## config.mk

```make
export PLATFORM = sky130hd
export DESIGN_NAME = ldm_tracker
export DESIGN_NICKNAME = d
export VERILOG_FILES = /design/src/rtl/ldm_pkg.sv /design/src/rtl/ldm_scoreboard.sv /design/src/rtl/ldm_slot_table.sv /design/src/rtl/ldm_line_probe.sv /design/src/rtl/ldm_tracker.sv
export SDC_FILE = /design/constraint.sdc
export NUM_CORES = 1
export LEC_CHECK = 0
export BUFFER_PORTS_ARGS = -buffer_cell sky130_fd_sc_hd__clkbuf_2
export CAP_MARGIN = 20
export CORE_ASPECT_RATIO = 1.75
export CORE_MARGIN = 1.5
export CORE_UTILIZATION = 58
export CTS_BUF_LIST = sky130_fd_sc_hd__clkbuf_16
export DETAILED_ROUTE_END_ITERATION = 7
export MAX_ROUTING_LAYER = met4
export PLACE_DENSITY = 0.9
export SLEW_MARGIN = 20
export SYNTH_ARGS = -nofsm -noshare
export SYNTH_HDL_FRONTEND = slang
export SYNTH_HIERARCHICAL = 1
export SYNTH_SLANG_ARGS = --single-unit
```

## constraint.sdc

```tcl
create_clock -name clk -period 5.3 [get_ports clk]
set_clock_uncertainty 0.2 [all_clocks]
set_input_delay 1.325 -clock clk [delete_from_list [all_inputs] [get_ports clk]]
set_output_delay 1.325 -clock clk [all_outputs]
set_load 0.005 [all_outputs]
```

## src/rtl/ldm_pkg.sv

```systemverilog
package ldm_pkg;
    parameter int NREG    = 32;
    parameter int ENTRIES = 4;
    parameter int LINEW   = 26;
    parameter int DATAW   = 32;
    localparam int REGW   = $clog2(NREG);
    localparam int IDXW   = $clog2(ENTRIES);

    typedef logic [REGW-1:0]  reg_idx_t;
    typedef logic [IDXW-1:0]  slot_idx_t;
    typedef logic [LINEW-1:0] line_t;
    typedef logic [DATAW-1:0] word_t;

    typedef struct packed {
        logic     used;
        line_t    line;
        reg_idx_t rd;
    } slot_t;

    typedef struct packed {
        logic      found;
        slot_idx_t idx;
    } pick_t;

    // lowest-numbered slot that is not in use
    function automatic pick_t lowest_free(input logic [ENTRIES-1:0] busy);
        pick_t res;
        res = '0;
        for (int i = ENTRIES - 1; i >= 0; i--) begin
            if (!busy[i]) begin
                res.found = 1'b1;
                res.idx   = slot_idx_t'(i);
            end
        end
        return res;
    endfunction
endpackage

```

## src/rtl/ldm_scoreboard.sv

```systemverilog
module ldm_scoreboard
    import ldm_pkg::*;
(
    input  logic            clk,
    input  logic            rst,
    input  logic            set_en,
    input  reg_idx_t        set_reg,
    input  logic            clr_en,
    input  reg_idx_t        clr_reg,
    input  logic            q_rs1_en,
    input  reg_idx_t        q_rs1,
    input  logic            q_rs2_en,
    input  reg_idx_t        q_rs2,
    input  reg_idx_t        q_rd,
    output logic            src_busy,
    output logic            rd_busy,
    output logic [NREG-1:0] pend
);
    for (genvar g = 0; g < NREG; g++) begin : g_bit
        if (g == 0) begin : g_zero
            assign pend[g] = 1'b0;
        end else begin : g_reg
            logic bit_q;
            always_ff @(posedge clk) begin
                if (rst)
                    bit_q <= 1'b0;
                else if (set_en && set_reg == reg_idx_t'(g))
                    bit_q <= 1'b1;
                else if (clr_en && clr_reg == reg_idx_t'(g))
                    bit_q <= 1'b0;
            end
            assign pend[g] = bit_q;
        end
    end

    always_comb begin
        src_busy = (q_rs1_en && pend[q_rs1]) || (q_rs2_en && pend[q_rs2]);
        rd_busy  = pend[q_rd];
    end
endmodule

```

## src/rtl/ldm_slot_table.sv

```systemverilog
module ldm_slot_table
    import ldm_pkg::*;
(
    input  logic                      clk,
    input  logic                      rst,
    input  logic                      alloc_en,
    input  line_t                     alloc_line,
    input  reg_idx_t                  alloc_rd,
    input  logic                      fill_valid,
    input  slot_idx_t                 fill_idx,
    output logic [ENTRIES-1:0]        busy,
    output logic [ENTRIES-1:0][LINEW-1:0] lines,
    output pick_t                     free_pick,
    output logic                      fill_hit,
    output reg_idx_t                  fill_rd
);
    slot_t [ENTRIES-1:0] slot_q;

    always_comb free_pick = lowest_free(busy);

    for (genvar g = 0; g < ENTRIES; g++) begin : g_slot
        logic take, drop;
        assign take = alloc_en && free_pick.found && free_pick.idx == slot_idx_t'(g);
        assign drop = fill_valid && fill_idx == slot_idx_t'(g);
        always_ff @(posedge clk) begin
            if (rst) begin
                slot_q[g] <= '0;
            end else if (take) begin
                slot_q[g].used <= 1'b1;
                slot_q[g].line <= alloc_line;
                slot_q[g].rd   <= alloc_rd;
            end else if (drop) begin
                slot_q[g].used <= 1'b0;
            end
        end
        assign busy[g]  = slot_q[g].used;
        assign lines[g] = slot_q[g].line;
    end

    always_comb begin
        fill_hit = fill_valid && slot_q[fill_idx].used;
        fill_rd  = slot_q[fill_idx].rd;
    end
endmodule

```

## src/rtl/ldm_line_probe.sv

```systemverilog
module ldm_line_probe
    import ldm_pkg::*;
(
    input  logic [ENTRIES-1:0]            busy,
    input  logic [ENTRIES-1:0][LINEW-1:0] lines,
    input  line_t                         probe_line,
    output logic                          probe_hit
);
    logic [ENTRIES-1:0] match;
    for (genvar g = 0; g < ENTRIES; g++) begin : g_cmp
        assign match[g] = busy[g] && lines[g] == probe_line;
    end
    assign probe_hit = |match;
endmodule

```

## src/rtl/ldm_tracker.sv

```systemverilog
module ldm_tracker
    import ldm_pkg::*;
(
    input  logic      clk,
    input  logic      rst,
    input  logic      iss_valid,
    input  logic      iss_rs1_en,
    input  reg_idx_t  iss_rs1,
    input  logic      iss_rs2_en,
    input  reg_idx_t  iss_rs2,
    input  logic      iss_is_miss,
    input  reg_idx_t  iss_rd,
    input  line_t     iss_line,
    input  logic      rollback,
    output logic      iss_stall,
    output logic      alloc_valid,
    output slot_idx_t alloc_idx,
    input  logic      fill_valid,
    input  slot_idx_t fill_idx,
    input  word_t     fill_data,
    output logic      rf_wr_en,
    output reg_idx_t  rf_wr_addr,
    output word_t     rf_wr_data,
    input  line_t     probe_line,
    output logic      probe_hit
);
    logic                          src_busy, rd_busy, fill_hit;
    logic [NREG-1:0]               pend;
    logic [ENTRIES-1:0]            busy;
    logic [ENTRIES-1:0][LINEW-1:0] lines;
    pick_t                         free_pick;
    reg_idx_t                      fill_rd;
    logic                          take;

    always_comb begin
        iss_stall = iss_valid &&
                    (src_busy || (iss_is_miss && (rd_busy || !free_pick.found)));
        take      = iss_valid && iss_is_miss && !iss_stall && !rollback;
        alloc_valid = take;
        alloc_idx   = free_pick.idx;
        rf_wr_en    = fill_hit && fill_rd != '0;
        rf_wr_addr  = fill_rd;
        rf_wr_data  = fill_data;
    end

    ldm_scoreboard u_sb (
        .clk      (clk),
        .rst      (rst),
        .set_en   (take && iss_rd != '0),
        .set_reg  (iss_rd),
        .clr_en   (fill_hit),
        .clr_reg  (fill_rd),
        .q_rs1_en (iss_rs1_en),
        .q_rs1    (iss_rs1),
        .q_rs2_en (iss_rs2_en),
        .q_rs2    (iss_rs2),
        .q_rd     (iss_rd),
        .src_busy (src_busy),
        .rd_busy  (rd_busy),
        .pend     (pend)
    );

    ldm_slot_table u_tab (
        .clk        (clk),
        .rst        (rst),
        .alloc_en   (take),
        .alloc_line (iss_line),
        .alloc_rd   (iss_rd),
        .fill_valid (fill_valid),
        .fill_idx   (fill_idx),
        .busy       (busy),
        .lines      (lines),
        .free_pick  (free_pick),
        .fill_hit   (fill_hit),
        .fill_rd    (fill_rd)
    );

    ldm_line_probe u_probe (
        .busy       (busy),
        .lines      (lines),
        .probe_line (probe_line),
        .probe_hit  (probe_hit)
    );
endmodule

```

==> summary.md <==
| Metric | Value |
|---|---|
| Status | complete, but fails checks |
| Failing checks | DRC |
| LEAKAGE | 3.242 nW |
| Clock Latency Late Sink | 0.43 ns |
| Pwr per Cell Area | 279.6 nW/um^2 |
| Reg2reg end | u_sb/g_bit[13].g_reg.bit_q |
| CTS tree | built |
| All-Layer GR Usage | 31.41% |
| Fill count | 1349 |
| Max-Cap Viols | 0 |
| CP arrival | 3.69 ns |
| Tmin final | 5.217 ns |
| Initial antenna violation count | 0 |
| FF-to-FF path depth | 11 |
| Post-CTS Hold Fix Bufs | 0 |
| R2r setup slk | 1.47 ns |
| Flop pwr share | 46.2% |
| Starting density of the core | 59.02% |
| Fin area | 9382 um^2 |
| Wire per inst | 20.55 um |
| Number of global-route vias before repair | 7414 |
| Routed vias | 7486 |
| Peak supply drop | 0.2368 mV |
| Hold Fails Final Rpt | 0 |
| # diodes | 0 |
| Synth Cell Area | 9325 um^2 |
| HPWL after DPL | 18220 um |
| Vias per cell | 6.071 |
| Final Wtd Congestion | 0.9928 |
| Clk network pwr share | 44.6% |
| Clk root buf | clkbuf_16 |
| RSZ-0062 raised after global routing | false |
| Post-CTS Setup Inserts | 0 |
| Final Total Pwr | 0.002623 W |
| CP Max Fanout | 12 |
| Worst min-delay path class | register to register |
| Period utilization | 98.43% |
| Slew Limit Fails | 0 |
| CTS sink count | 159 |
| Die Ht | 170.7 um |
| Core area | 15800 um^2 |
| Nets@finish | 1141 |
| Routed Antenna Nets | 0 |
| Area delta synth->final | 0.6038% |
| Synth warn | 6 |
| Row cnt | 61 |
| Worst path required time | 3.77 ns |
| CP endpoint kind | output port |
| First-pass DRT Iterations | 8 |
| Die ar. | 16880 um^2 |
| Syn nets | 1215 |
| Setup TNS | 0 ns |
| Placement Cell Area | 8822 um^2 |
| Mapped Cells | 1106 |
| Critical Path Source Type | primary input |
| Largest net degree at the start of global routing | 116 |
| Setup violators final | 0 |
| IO Pins | 152 |
| Least-Margin Pin Slew | 0.6895 ns |
| Post-CTS sizing | 0 |
| DRC Markers | 15 |
| Switching power | 0.0006764 W |
| Max-slew headroom | 54.03% |
| Die X | 98.85 um |
| Combinational share of power | 9.2% |
| Maximum clock rate | 191.7 MHz |
| Ratio of cells with drive above 1 in the final layout | 16.76% |
| Worst setup startpoint | iss_rd[0] |
| GRT Residual Overflow | 0 |
| First-pass GRT wire length | 39180 um |
| Drt initial violations | 622 |
| Worst-path clk slew | 0.06 ns |
| Critical path class | primary input to output port |
| Maximum buffer depth of the clock tree | 2 |
| Internal | 0.001947 W |
| Syn Area/Cell | 8.431 um^2 |
| Final WL | 25340 um |
| Crit path to | alloc_valid |
| PortBufs | 87 |
| Switching part of the total | 25.78% |
| Num CTS Buffers | 17 |
| Reg2Reg Launch Point | u_sb/g_bit[31].g_reg.bit_q |
| Hold Path Stages | 2 |
| H-tree depth | 4 |
-- power groups by stage --
stage	Combinational [W]	Clock [W]	Sequential (W)
floorplan	0.000163	0	0.00124
global placement	0.000232	0	0.00124
detailed placement	0.000235	0	0.00124
CTS	0.000237	0.00118	0.00121
global route	0.000255	0.00124	0.00121
finish	0.000241	0.00117	0.00121
-- routing by layer --
| metal | vias up | part of all wire, % | track usage, % |
|---|---|---|---|
| li1 | 3432 | - | - |
| met1 | 3519 | 33 | 29.85 |
| met2 | 406 | 53 | 55.80 |
| met3 | 129 | 6.6 | 5.760 |
| met4 | 0 | 8.0 | 23.60 |
| met5 | - | 0 | - |
-- final cells by class --
class | instances | area (um^2) | area share, %
clock buffer | 17 | 425.4 | 4.535
clock inverter | 14 | 133.9 | 1.427
inverter | 2 | 7.507 | 0.08002
multi-input combinational | 745 | 4795 | 51.11
sequential | 159 | 3183 | 33.93
tap | 189 | 236.5 | 2.521
timing repair buffer | 107 | 600.6 | 6.402
-- worst min-delay path by stage --
| stage | startpoint | to | slack [ns] |
|---|---|---|---|
| final | u_tab/slot_q[35] | u_tab/slot_q[35] | 0.26 |
| after global routing | u_tab/slot_q[35] | u_tab/slot_q[35] | 0.27 |
| after CTS | u_tab/slot_q[35] | u_tab/slot_q[35] | 0.25 |
| after detailed placement | u_tab/slot_q[35] | u_tab/slot_q[35] | 0.24 |
| after global placement | u_tab/slot_q[1] | u_tab/slot_q[1] | 0.24 |
| after floorplan | u_tab/slot_q[34] | u_tab/slot_q[34] | 0.23 |
-- flip-flops by register name, summed over array words and instances (netlist names) --
| register | count |
|---|---|
| u_tab/lines | 104 |
| u_sb/g_bit.g_reg.bit_q | 31 |
| u_tab/slot_q | 20 |
| u_tab/busy | 4 |
-- metrics by stage --
stage | util [%] | instances | hold slack, ns | setup slack (ns)
after floorplan | - | 1106 | 0.2331 | 0.1165
after global placement | 55.84 | 1202 | 0.2386 | 0.1788
after detailed placement | 55.84 | 1202 | 0.2444 | 0.1287
after CTS | 59.38 | 1233 | 0.2531 | 0.1117
after global routing | 59.38 | 1233 | 0.2666 | 0.002252
final | 59.38 | 1233 | 0.2559 | 0.08328
-- layout by cell type (no fill, tap or decap), types with 3 or more instances in the layout --
| cell | count |
|---|---|
| nor3_1 | 6 |
| buf_4 | 20 |
| o21ai_0 | 33 |
| xnor2_1 | 58 |
| nor2_1 | 7 |
| mux2i_1 | 38 |
| dfxtp_1 | 159 |
| clkinvlp_4 | 3 |
| nor3b_1 | 3 |
| nand2_1 | 223 |
| nor4_1 | 13 |
| xor2_1 | 44 |
| nand3_1 | 14 |
| nor2b_1 | 12 |
| nand4_1 | 23 |
| nand3b_1 | 5 |
| a21oi_1 | 130 |
| and3_1 | 3 |
| clkbuf_16 | 17 |
| inv_6 | 3 |
| mux4_2 | 27 |
| clkbuf_2 | 86 |
| clkinv_2 | 3 |
| nand2b_1 | 73 |
-- worst max-delay path, stage by stage --
cell and delay, ns:
clkbuf_2 0.31, mux4_2 0.56, mux4_2 0.48, mux2_2 0.28
nand2b_4 0.14, nor4_1 0.40, clkbuf_2 0.20
(Power assumes the default switching activity.)
